**src/rtl/sc_nco_pkg.sv**
```systemverilog
package sc_nco_pkg;

  localparam int CA_LEN = 1023;

  function automatic int g2_tap_a(input int sel);
    case (sel)
      0: return 2;
      1: return 3;
      2: return 4;
      3: return 5;
      4: return 1;
      5: return 2;
      6: return 1;
      default: return 2;
    endcase
  endfunction

  function automatic int g2_tap_b(input int sel);
    case (sel)
      0: return 6;
      1: return 7;
      2: return 8;
      3: return 9;
      4: return 9;
      5: return 10;
      6: return 8;
      default: return 9;
    endcase
  endfunction

  // Builds one code period; bit k holds chip k.
  function automatic logic [CA_LEN-1:0] gold_chips(input int sel);
    logic [10:1]       g1;
    logic [10:1]       g2;
    logic [CA_LEN-1:0] seq;
    logic              f1;
    logic              f2;
    int                ta;
    int                tb;
    g1  = '1;
    g2  = '1;
    seq = '0;
    ta  = g2_tap_a(sel);
    tb  = g2_tap_b(sel);
    for (int k = 0; k < CA_LEN; k++) begin
      seq[k] = g1[10] ^ g2[ta] ^ g2[tb];
      f1 = g1[3] ^ g1[10];
      f2 = g2[2] ^ g2[3] ^ g2[6] ^ g2[8] ^ g2[9] ^ g2[10];
      g1 = {g1[9:1], f1};
      g2 = {g2[9:1], f2};
    end
    return seq;
  endfunction

endpackage

```
**src/rtl/sc_phase_acc.sv**
```systemverilog
module sc_phase_acc #(
  parameter int ACC_W      = 26,
  parameter int HALF_CHIPS = 2046,
  parameter int IDX_W      = $clog2(HALF_CHIPS)
) (
  input  logic             clk,
  input  logic             rst_n,
  input  logic [ACC_W-1:0] fcw,
  output logic [ACC_W-1:0] acc_q,
  output logic [IDX_W-1:0] idx_q,
  output logic             dump_q
);

  localparam logic [IDX_W-1:0] LAST = IDX_W'(HALF_CHIPS - 1);

  logic [ACC_W:0] sum;
  logic           carry;
  logic           at_last;

  assign sum     = {1'b0, acc_q} + {1'b0, fcw};
  assign carry   = sum[ACC_W];
  assign at_last = (idx_q == LAST);

  always_ff @(posedge clk or negedge rst_n) begin
    if (!rst_n) begin
      acc_q  <= '0;
      idx_q  <= '0;
      dump_q <= 1'b0;
    end else begin
      acc_q  <= sum[ACC_W-1:0];
      dump_q <= carry & at_last;
      if (carry) begin
        idx_q <= at_last ? '0 : idx_q + 1'b1;
      end
    end
  end

  AST_IDX_IN_RANGE: assert property (@(posedge clk) disable iff (!rst_n)
    idx_q <= LAST);
  AST_IDX_HOLD: assert property (@(posedge clk) disable iff (!rst_n)
    !carry |=> $stable(idx_q));
  AST_DUMP_AT_ZERO: assert property (@(posedge clk) disable iff (!rst_n)
    dump_q |-> (idx_q == '0));
  AST_DUMP_SINGLE: assert property (@(posedge clk) disable iff (!rst_n)
    dump_q |=> !dump_q);
  AST_FREEZE: assert property (@(posedge clk) disable iff (!rst_n)
    (fcw == '0) |=> $stable(acc_q));

endmodule

```
**src/rtl/sc_code_rom.sv**
```systemverilog
module sc_code_rom
  import sc_nco_pkg::*;
#(
  parameter int NUM_PRN       = 2,
  parameter int SEL_W         = 2,
  parameter int HALF_PER_CHIP = 2,
  parameter int HALF_CHIPS    = CA_LEN * HALF_PER_CHIP,
  parameter int IDX_W         = $clog2(HALF_CHIPS)
) (
  input  logic [SEL_W-1:0] sel,
  input  logic [IDX_W-1:0] idx_p,
  input  logic [IDX_W-1:0] idx_e,
  input  logic [IDX_W-1:0] idx_l,
  output logic             bit_p,
  output logic             bit_e,
  output logic             bit_l
);

  localparam int CHIP_W = $clog2(CA_LEN);

  function automatic logic [CHIP_W-1:0] chip_of(input logic [IDX_W-1:0] idx);
    int q;
    q = int'(idx) / HALF_PER_CHIP;
    return CHIP_W'(q);
  endfunction

  logic [NUM_PRN-1:0] tbl_p;
  logic [NUM_PRN-1:0] tbl_e;
  logic [NUM_PRN-1:0] tbl_l;

  for (genvar g = 0; g < NUM_PRN; g++) begin : g_tab
    localparam logic [CA_LEN-1:0] CODE = gold_chips(g);
    assign tbl_p[g] = CODE[chip_of(idx_p)];
    assign tbl_e[g] = CODE[chip_of(idx_e)];
    assign tbl_l[g] = CODE[chip_of(idx_l)];
  end

  // Selects beyond the stored tables fall back to table 0.
  always_comb begin
    bit_p = tbl_p[0];
    bit_e = tbl_e[0];
    bit_l = tbl_l[0];
    for (int g = 1; g < NUM_PRN; g++) begin
      if (int'(sel) == g) begin
        bit_p = tbl_p[g];
        bit_e = tbl_e[g];
        bit_l = tbl_l[g];
      end
    end
  end

endmodule

```
**src/rtl/sc_meas_latch.sv**
```systemverilog
module sc_meas_latch #(
  parameter int ACC_W  = 26,
  parameter int FRAC_W = 10,
  parameter int IDX_W  = 11
) (
  input  logic              clk,
  input  logic              rst_n,
  input  logic              latch,
  input  logic [IDX_W-1:0]  idx,
  input  logic [ACC_W-1:0]  acc,
  output logic [IDX_W-1:0]  m_idx,
  output logic [FRAC_W-1:0] m_frac
);

  always_ff @(posedge clk or negedge rst_n) begin
    if (!rst_n) begin
      m_idx  <= '0;
      m_frac <= '0;
    end else if (latch) begin
      m_idx  <= idx;
      m_frac <= acc[ACC_W-1 -: FRAC_W];
    end
  end

  AST_MEAS_HOLD: assert property (@(posedge clk) disable iff (!rst_n)
    !latch |=> ($stable(m_idx) && $stable(m_frac)));
  AST_MEAS_COHERENT: assert property (@(posedge clk) disable iff (!rst_n)
    latch |=> (m_idx == $past(idx)));

endmodule

```
**src/rtl/spread_code_nco.sv**
```systemverilog
module spread_code_nco
  import sc_nco_pkg::*;
#(
  parameter int ACC_W         = 26,
  parameter int FRAC_W        = 10,
  parameter int HALF_PER_CHIP = 2,
  parameter int NUM_PRN       = 2,
  parameter int SEL_W         = 2,
  localparam int HALF_CHIPS   = CA_LEN * HALF_PER_CHIP,
  localparam int IDX_W        = $clog2(HALF_CHIPS)
) (
  input  logic                     clk,
  input  logic                     rst_n,
  input  logic [ACC_W-1:0]         fcw_i,
  input  logic [SEL_W-1:0]         prn_sel_i,
  input  logic                     meas_latch_i,
  output logic                     prompt_o,
  output logic signed [2:0]        eml_o,
  output logic                     dump_o,
  output logic [IDX_W-1:0]         meas_idx_o,
  output logic [FRAC_W-1:0]        meas_frac_o
);

  localparam logic [IDX_W-1:0] LAST = IDX_W'(HALF_CHIPS - 1);

  logic [ACC_W-1:0] acc;
  logic [IDX_W-1:0] idx;
  logic [IDX_W-1:0] idx_early;
  logic [IDX_W-1:0] idx_late;
  logic             b_early;
  logic             b_late;

  sc_phase_acc #(
    .ACC_W(ACC_W), .HALF_CHIPS(HALF_CHIPS), .IDX_W(IDX_W)
  ) u_acc (
    .clk(clk), .rst_n(rst_n), .fcw(fcw_i),
    .acc_q(acc), .idx_q(idx), .dump_q(dump_o)
  );

  assign idx_early = (idx == LAST) ? '0 : idx + 1'b1;
  assign idx_late  = (idx == '0) ? LAST : idx - 1'b1;

  sc_code_rom #(
    .NUM_PRN(NUM_PRN), .SEL_W(SEL_W), .HALF_PER_CHIP(HALF_PER_CHIP),
    .HALF_CHIPS(HALF_CHIPS), .IDX_W(IDX_W)
  ) u_rom (
    .sel(prn_sel_i), .idx_p(idx), .idx_e(idx_early), .idx_l(idx_late),
    .bit_p(prompt_o), .bit_e(b_early), .bit_l(b_late)
  );

  // v(0)=+1, v(1)=-1
  always_comb begin
    if (b_early == b_late) eml_o = 3'sd0;
    else if (b_early)      eml_o = -3'sd2;
    else                   eml_o = 3'sd2;
  end

  sc_meas_latch #(
    .ACC_W(ACC_W), .FRAC_W(FRAC_W), .IDX_W(IDX_W)
  ) u_meas (
    .clk(clk), .rst_n(rst_n), .latch(meas_latch_i), .idx(idx), .acc(acc),
    .m_idx(meas_idx_o), .m_frac(meas_frac_o)
  );

  AST_EML_RANGE: assert property (@(posedge clk) disable iff (!rst_n)
    (eml_o == 3'sd0) || (eml_o == 3'sd2) || (eml_o == -3'sd2));
  AST_DUMP_FROM_LAST: assert property (@(posedge clk) disable iff (!rst_n)
    (idx == LAST) ##1 (idx == '0) |-> dump_o);

endmodule

```
**config.mk**
```make
export PLATFORM = sky130hd
export DESIGN_NAME = spread_code_nco
export DESIGN_NICKNAME = d
export VERILOG_FILES = /design/src/rtl/sc_nco_pkg.sv /design/src/rtl/sc_phase_acc.sv /design/src/rtl/sc_code_rom.sv /design/src/rtl/sc_meas_latch.sv /design/src/rtl/spread_code_nco.sv
export SDC_FILE = /design/constraint.sdc
export NUM_CORES = 1
export LEC_CHECK = 0
export BUFFER_PORTS_ARGS = -buffer_cell sky130_fd_sc_hd__buf_2
export CELL_PAD_IN_SITES_DETAIL_PLACEMENT = 2
export CELL_PAD_IN_SITES_GLOBAL_PLACEMENT = 2
export CORE_MARGIN = 2
export CORE_UTILIZATION = 37
export CTS_CLUSTER_SIZE = 28
export DETAILED_ROUTE_END_ITERATION = 8
export GPL_ROUTABILITY_DRIVEN = 1
export PLACE_DENSITY_LB_ADDON = 0.08
export SLEW_MARGIN = 15
export SYNTH_ARGS = -nofsm -noshare
export SYNTH_HDL_FRONTEND = slang
export SYNTH_HIERARCHICAL = 1
export SYNTH_SLANG_ARGS = --single-unit
```
**constraint.sdc**
```tcl
create_clock -name clk -period 6.55 [get_ports clk]
set_clock_uncertainty 0.05 [all_clocks]
set_input_delay 0.655 -clock clk [delete_from_list [all_inputs] [get_ports clk]]
set_output_delay 0.655 -clock clk [all_outputs]
set_load 0.01 [all_outputs]
```
==> results of run 1 <==
stage by stage:
step | setup WS, ns | cells | area, um^2
2_1_floorplan | 0.8507 | 2177 | 14900
3_3_place_gp | 0.6635 | 2609 | 15460
3_5_place_dp | 0.6224 | 2609 | 15460
4_1_cts | 0.2505 | 2625 | 15800
5_1_grt | 0.005632 | 2625 | 15800
6_report | 0.2560 | 2627 | 15810
sequential cells by signal, indices dropped and copies added (netlist names):
| signal | count |
|---|---|
| u_meas/m_idx | 11 |
| u_acc/dump_q | 1 |
| u_acc/idx_q | 11 |
| u_acc/acc_q | 26 |
| u_meas/m_frac | 10 |
metal layers:
layer	routed length [um]	up-vias	track usage
met5	0	-	0
met4	4014	0	0.1814
met3	7110	245	0.05743
met2	37810	1075	0.6229
met1	35300	9392	0.5353
li1	-	8017	-
worst max-delay path by stage:
stage	startpoint	endpoint	slack, ns	cells past startpoint
floorplan	u_acc/idx_q[1]	eml_o[1]	0.85	22
global placement	u_acc/idx_q[0]	eml_o[1]	0.66	20
detailed placement	u_acc/idx_q[5]	eml_o[1]	0.62	17
CTS	u_acc/idx_q[5]	eml_o[1]	0.25	17
global route	u_acc/idx_q[0]	eml_o[1]	0.006	20
finish	u_acc/idx_q[0]	eml_o[1]	0.26	20
critical path, cell delays in order (launching register included):
cell	delay (ns)
dfrtp_1	0.34
buf_4	0.22
inv_1	0.09
ha_1	0.23
nand3b_2	0.11
nand2b_1	0.39
nor2b_4	0.24
buf_4	0.35
ha_1	0.60
and2_1	0.41
a211oi_1	0.10
a2111oi_1	0.62
a21oi_1	0.10
a21o_1	0.20
a2111oi_0	0.40
o31a_1	0.22
a311o_1	0.13
inv_1	0.04
ha_1	0.28
inv_1	0.06
buf_2	0.12
area by class of cell:
cell class	instances	area (um^2)	area share
clock inverter	7	116.4	0.007361
multi-input combinational	1842	12220	0.7731
tap	525	656.9	0.04155
inverter	55	206.4	0.01306
timing repair buffer	128	885.9	0.05603
antenna	2	5.005	0.0003166
sequential	59	1491	0.09434
clock buffer	9	225.2	0.01425
repair_timing:
item,in CTS,in global routing
setup buffers,0,0
resized for setup,0,3
setup endpoints to repair,0,1
hold buffers,0,0
cell usage in the layout (no fill, tap or decap), types with 10 or more instances in the layout:
master     count
nand2_1      243
a21oi_1      173
nor2_1       157
o21ai_0      149
ha_1          98
nand3_1       92
nand2b_1      75
nor3_1        69
buf_4         68
buf_2         55
o211ai_1      53
nor2b_1       53
dfrtp_1       53
inv_1         47
a31oi_1       43
a211oi_1      37
a311oi_1      37
a21o_1        35
o311ai_0      27
xnor2_1       26
and3_1        24
o2111ai_1     22
mux2i_1       22
o31ai_1       20
mux2_4        20
nand4_1       19
a221oi_1      19
and2_1        16
nor4_1        14
a211o_1       14
mux4_2        13
a2111oi_0     12
or3_1         11
or2_2         11
o21ai_1       10
a32oi_1       10
o221ai_1      10
==> reports/qor.yml, run 1 <==
cells_and_area:
  area_growth_pct: 6.105
  drive_gt1_frac: 0.1129
  post-route-util: 0.3979
  final_nets: 2226
  n_fill_cell: 4809
drt:
  ant_nets: 0
  viasPerCell: 7.129
  drt-wirelength-per-cell_um: 32.07
  drt_iter0_markers: 2061
  route.detailed.drc: 0
  drt-pass1-iter-count: 5
  vias: 18730
  routed_wl_um: 84240
grt:
  antenna_found_initial: 1
  grt_pass1_vias: 19590
  overflow: 0
  grt_max_degree: 122
  grt_use_total: 0.3969
  grt_pass1_wl_um: 128000
critical_path:
  critical_path_class: "register to output pin"
  reg2reg_depth: 9
  r2r-start: "u_acc/idx_q[3]"
  rr_endpoint: "u_acc/idx_q[10]"
  cp_data_required_time_ns: 5.84
  rrSetupSlack_ns: 2.97
  critPathMaxFanout: 26
  cp-start-kind: "register"
  cp-end-kind: "output pin"
  worst-endpoint-arrival_ns: 5.59
timing:
  rsz0062_at_grt: "false"
  fmax_mhz: 158.9
  fin_crit_ns: 6.294
  relSlewSlack: 0.1176
  tns_ns: 0
  finalCritPeriodShare: 0.9609
  finalHoldViolations: 0
  hold_slack_ns: 0.4238
  setup_viol: 0
  tightest_slew_ns: 1.307
  report.final.slew_viol_count: 0
cts:
  clk_path_buf_depth: 2
  cts_tree: "built"
  path_clk_slew_ns: 0.06
  insertion_delay_ns: 0.34
  cts_buffers: 9
  cts_num_sinks: 59
  cts_root_buffer: "clkbuf_16"
  htreeDepth: 3
floorplan:
  dieWidth_um: 204.7
  std_cell_rows: 73
  core_mm2: 0.03973
  start_util: 0.3750
  fp.dieH_um: 204.7
  ioPinCount: 57
  die_area_mm2: 0.04189
min_path:
  hp-class: "input pin to async pin"
synthesis:
  syn_area_mm2: 0.01490
  avgSynthCellArea_um2: 6.844
  synth_fp_nets: 2308
  postSynthCellCount: 2177
  ys_warn_count: 6
job:
  maxCapViolations: 0
place:
  io_buffers: 55
  gp_congestion: 1.036
  hpwl_um: 59240
outcome:
  status: "complete, no violations"
Power of run 1 is left out: the tool's default activity adds up to more than one toggle a clock period on the data nets, which glitch-free logic cannot reach.
==> run 2: changes to the inputs <==
MAX_ROUTING_LAYER = met4   (was not set)
==> reports/qor.yml, run 2 (synthesis gave the netlist of run 1 again) <==
place:
  hpwl_um: 59230  # about the same
  placed_cells: 2608  # -0.038%
  gp_congestion: 1.031  # -0.46%
  place_ws_ns: 0.6749  # +0.05250 ns
  io_buffers: 55  # unchanged
cts:
  post_cts_buffers: 0  # unchanged
  cts_root_buffer: "clkbuf_16"
  cts_buffers: 9  # unchanged
  insertion_delay_ns: 0.33  # about the same
  cts_resized: 0  # unchanged
  path_clk_slew_ns: 0.05  # about the same
  cts_tree: "built"
  htreeDepth: 3  # unchanged
  holdBufCountCts: 0  # unchanged
  cts_num_sinks: 59  # unchanged
  clk_path_buf_depth: 2  # unchanged
cells_and_area:
  multi_input_area_mm2: 0.01222  # about the same
  layout_commonest_cell: "nand2_1"
  top_register: "u_acc/acc_q"
  layout_common_cells: "nand2_1, a21oi_1, nor2_1, o21ai_0, ha_1"
  n_fill_cell: 4761  # -1.0%
  final_nets: 2225  # -0.045%
  largestRegisters: "u_acc/acc_q: 26 flops, u_acc/idx_q: 11 flops, u_meas/m_idx: 11 flops"
  drive_gt1_frac: 0.1124  # -0.0004227
  largest_register_ffs: 26  # unchanged
  seq_area_mm2: 0.001491  # unchanged
  area_growth_pct: 5.601
  final_cells: 2625  # -0.076%
timing:
  tightest_slew_ns: 0.9799  # -0.3271 ns
  setup_viol: 0  # unchanged
  tns_ns: 0  # unchanged
  finalCritPeriodShare: 0.9662  # +0.005282
  report.final.slew_viol_count: 0  # unchanged
  rsz0062_at_grt: "false"
  fmax_mhz: 158.0  # -0.55%
  relSlewSlack: 0.3443  # +0.2267
  worst_slack_ns: 0.2214  # -0.03460 ns
  fin_crit_ns: 6.329  # +0.03460 ns
  finalHoldViolations: 0  # unchanged
drt:
  viasPerCell: 7.091  # -0.54%
  ant_nets: 0  # unchanged
  drt_iter0_markers: 1902  # -7.7%
  top_layer: "met4"
  met1_length_um: 35350  # +0.12%
  wl_met2_um: 37520  # -0.77%
  dr_wl_met3_um: 6507  # -8.5%
  routed_wl_um: 83160  # -1.3%
  vias: 18610  # -0.62%
  route.detailed.drc: 0  # unchanged
  drt-wirelength-per-cell_um: 31.68  # -1.2%
  drt-pass1-iter-count: 5  # unchanged
min_path:
  hp-class: "register to register"
floorplan:
  dieWidth_um: 204.7  # unchanged
  core_mm2: 0.03973  # unchanged
  fp.dieH_um: 204.7  # unchanged
  start_util: 0.3750  # unchanged
  ioPinCount: 57  # unchanged
  die_area_mm2: 0.04189  # unchanged
  std_cell_rows: 73  # unchanged
critical_path:
  rrSetupSlack_ns: 3.29  # +0.32 ns
  critical_path.slowest_cell: "ha_1"
  cp_cell_sequence: "nor4_4, nand3b_2, nand2b_1, nand2_1, buf_4, ha_1, nand2_1, and3_1, o21ai_0, a21boi_0, a21o_1, a2111oi_0, o31a_1, a311o_1, inv_1, ha_1, inv_1, buf_2"
  cp_data_required_time_ns: 5.84  # about the same
  worst-endpoint-arrival_ns: 5.62  # +0.03 ns
  critical_path_class: "register to output pin"
  cp-start-kind: "register"
  critPathMaxFanout: 30  # +15%
  cpPeakStageDelay_ns: 0.61  # about the same
  cp-end-kind: "output pin"
grt:
  grt_pass1_vias: 19150  # -2.2%
  grt_max_degree: 134  # +9.8%
  antenna_found_initial: 1  # unchanged
  grt_pass1_wl_um: 125100  # -2.3%
  overflow: 0  # unchanged
  grt_use_total: 0.3993  # +0.002448
outcome:
  status: "complete, no violations"
job:
  maxCapViolations: 0  # unchanged
-- run 2: cell types whose count changed in the layout (fill, tap and decap cells not counted), sizes merged --
cell / previous run / this run
buf: 128 / 127
bufinv: 3 / 1
clkbuf: 9 / 12
clkinv: 10 / 9
clkinvlp: 1 / 2
diode: 2 / 1
inv: 48 / 47
-- run 2: metrics by stage --
stage	instance area (um^2)	utilization	hold slack [ns]
6_report	15730	0.3960	0.4228
3_3_place_gp	15410	0.3879	0.4035
5_1_grt	15730	0.3960	0.4252
3_5_place_dp	15410	0.3879	0.4100
2_1_floorplan	14900	-	0.3094
4_1_cts	15730	0.3958	0.4222
-- run 2: final timing paths --
kind	start	endpoint	cells after the start
max in group asynchronous	rst_n	u_acc/idx_q[3]	2
min in group asynchronous	rst_n	u_acc/acc_q[11]	2
min reg2reg	u_acc/acc_q[0]	u_acc/acc_q[0]	1
min	u_acc/acc_q[0]	u_acc/acc_q[0]	1
max reg2reg	u_acc/idx_q[5]	u_acc/idx_q[8]	8
max	u_acc/idx_q[3]	eml_o[1]	18
-- run 2: layout make-up --
class	count	area share
clock inverter	4	0.003022
timing repair buffer	127	0.05344
tap	525	0.04175
antenna	1	0.0001590
clock buffer	12	0.01694
sequential	59	0.09479
multi-input combinational	1842	0.7765
inverter	55	0.01336
-- run 2: critical path, delay by kind of cell (launching register included) --
| family | cells | cell delay, ns |
|---|---|---|
| AOI/OAI and AO/OA | 6 | 1.42 |
| buffers and inverters | 4 | 0.63 |
| adders and majority gates | 2 | 0.88 |
| DFF | 1 | 0.50 |
| and+or+nand+nor | 6 | 1.84 |
-- run 2: routing by layer --
| layer | vias up | track usage |
|---|---|---|
| li1 | 8020 | - |
| met4 | 0 | 0.1734 |
| met2 | 967 | 0.6161 |
| met1 | 9393 | 0.5183 |
| met3 | 233 | 0.05775 |
| met5 | - | - |
Power of run 2 is left out for the same reason.
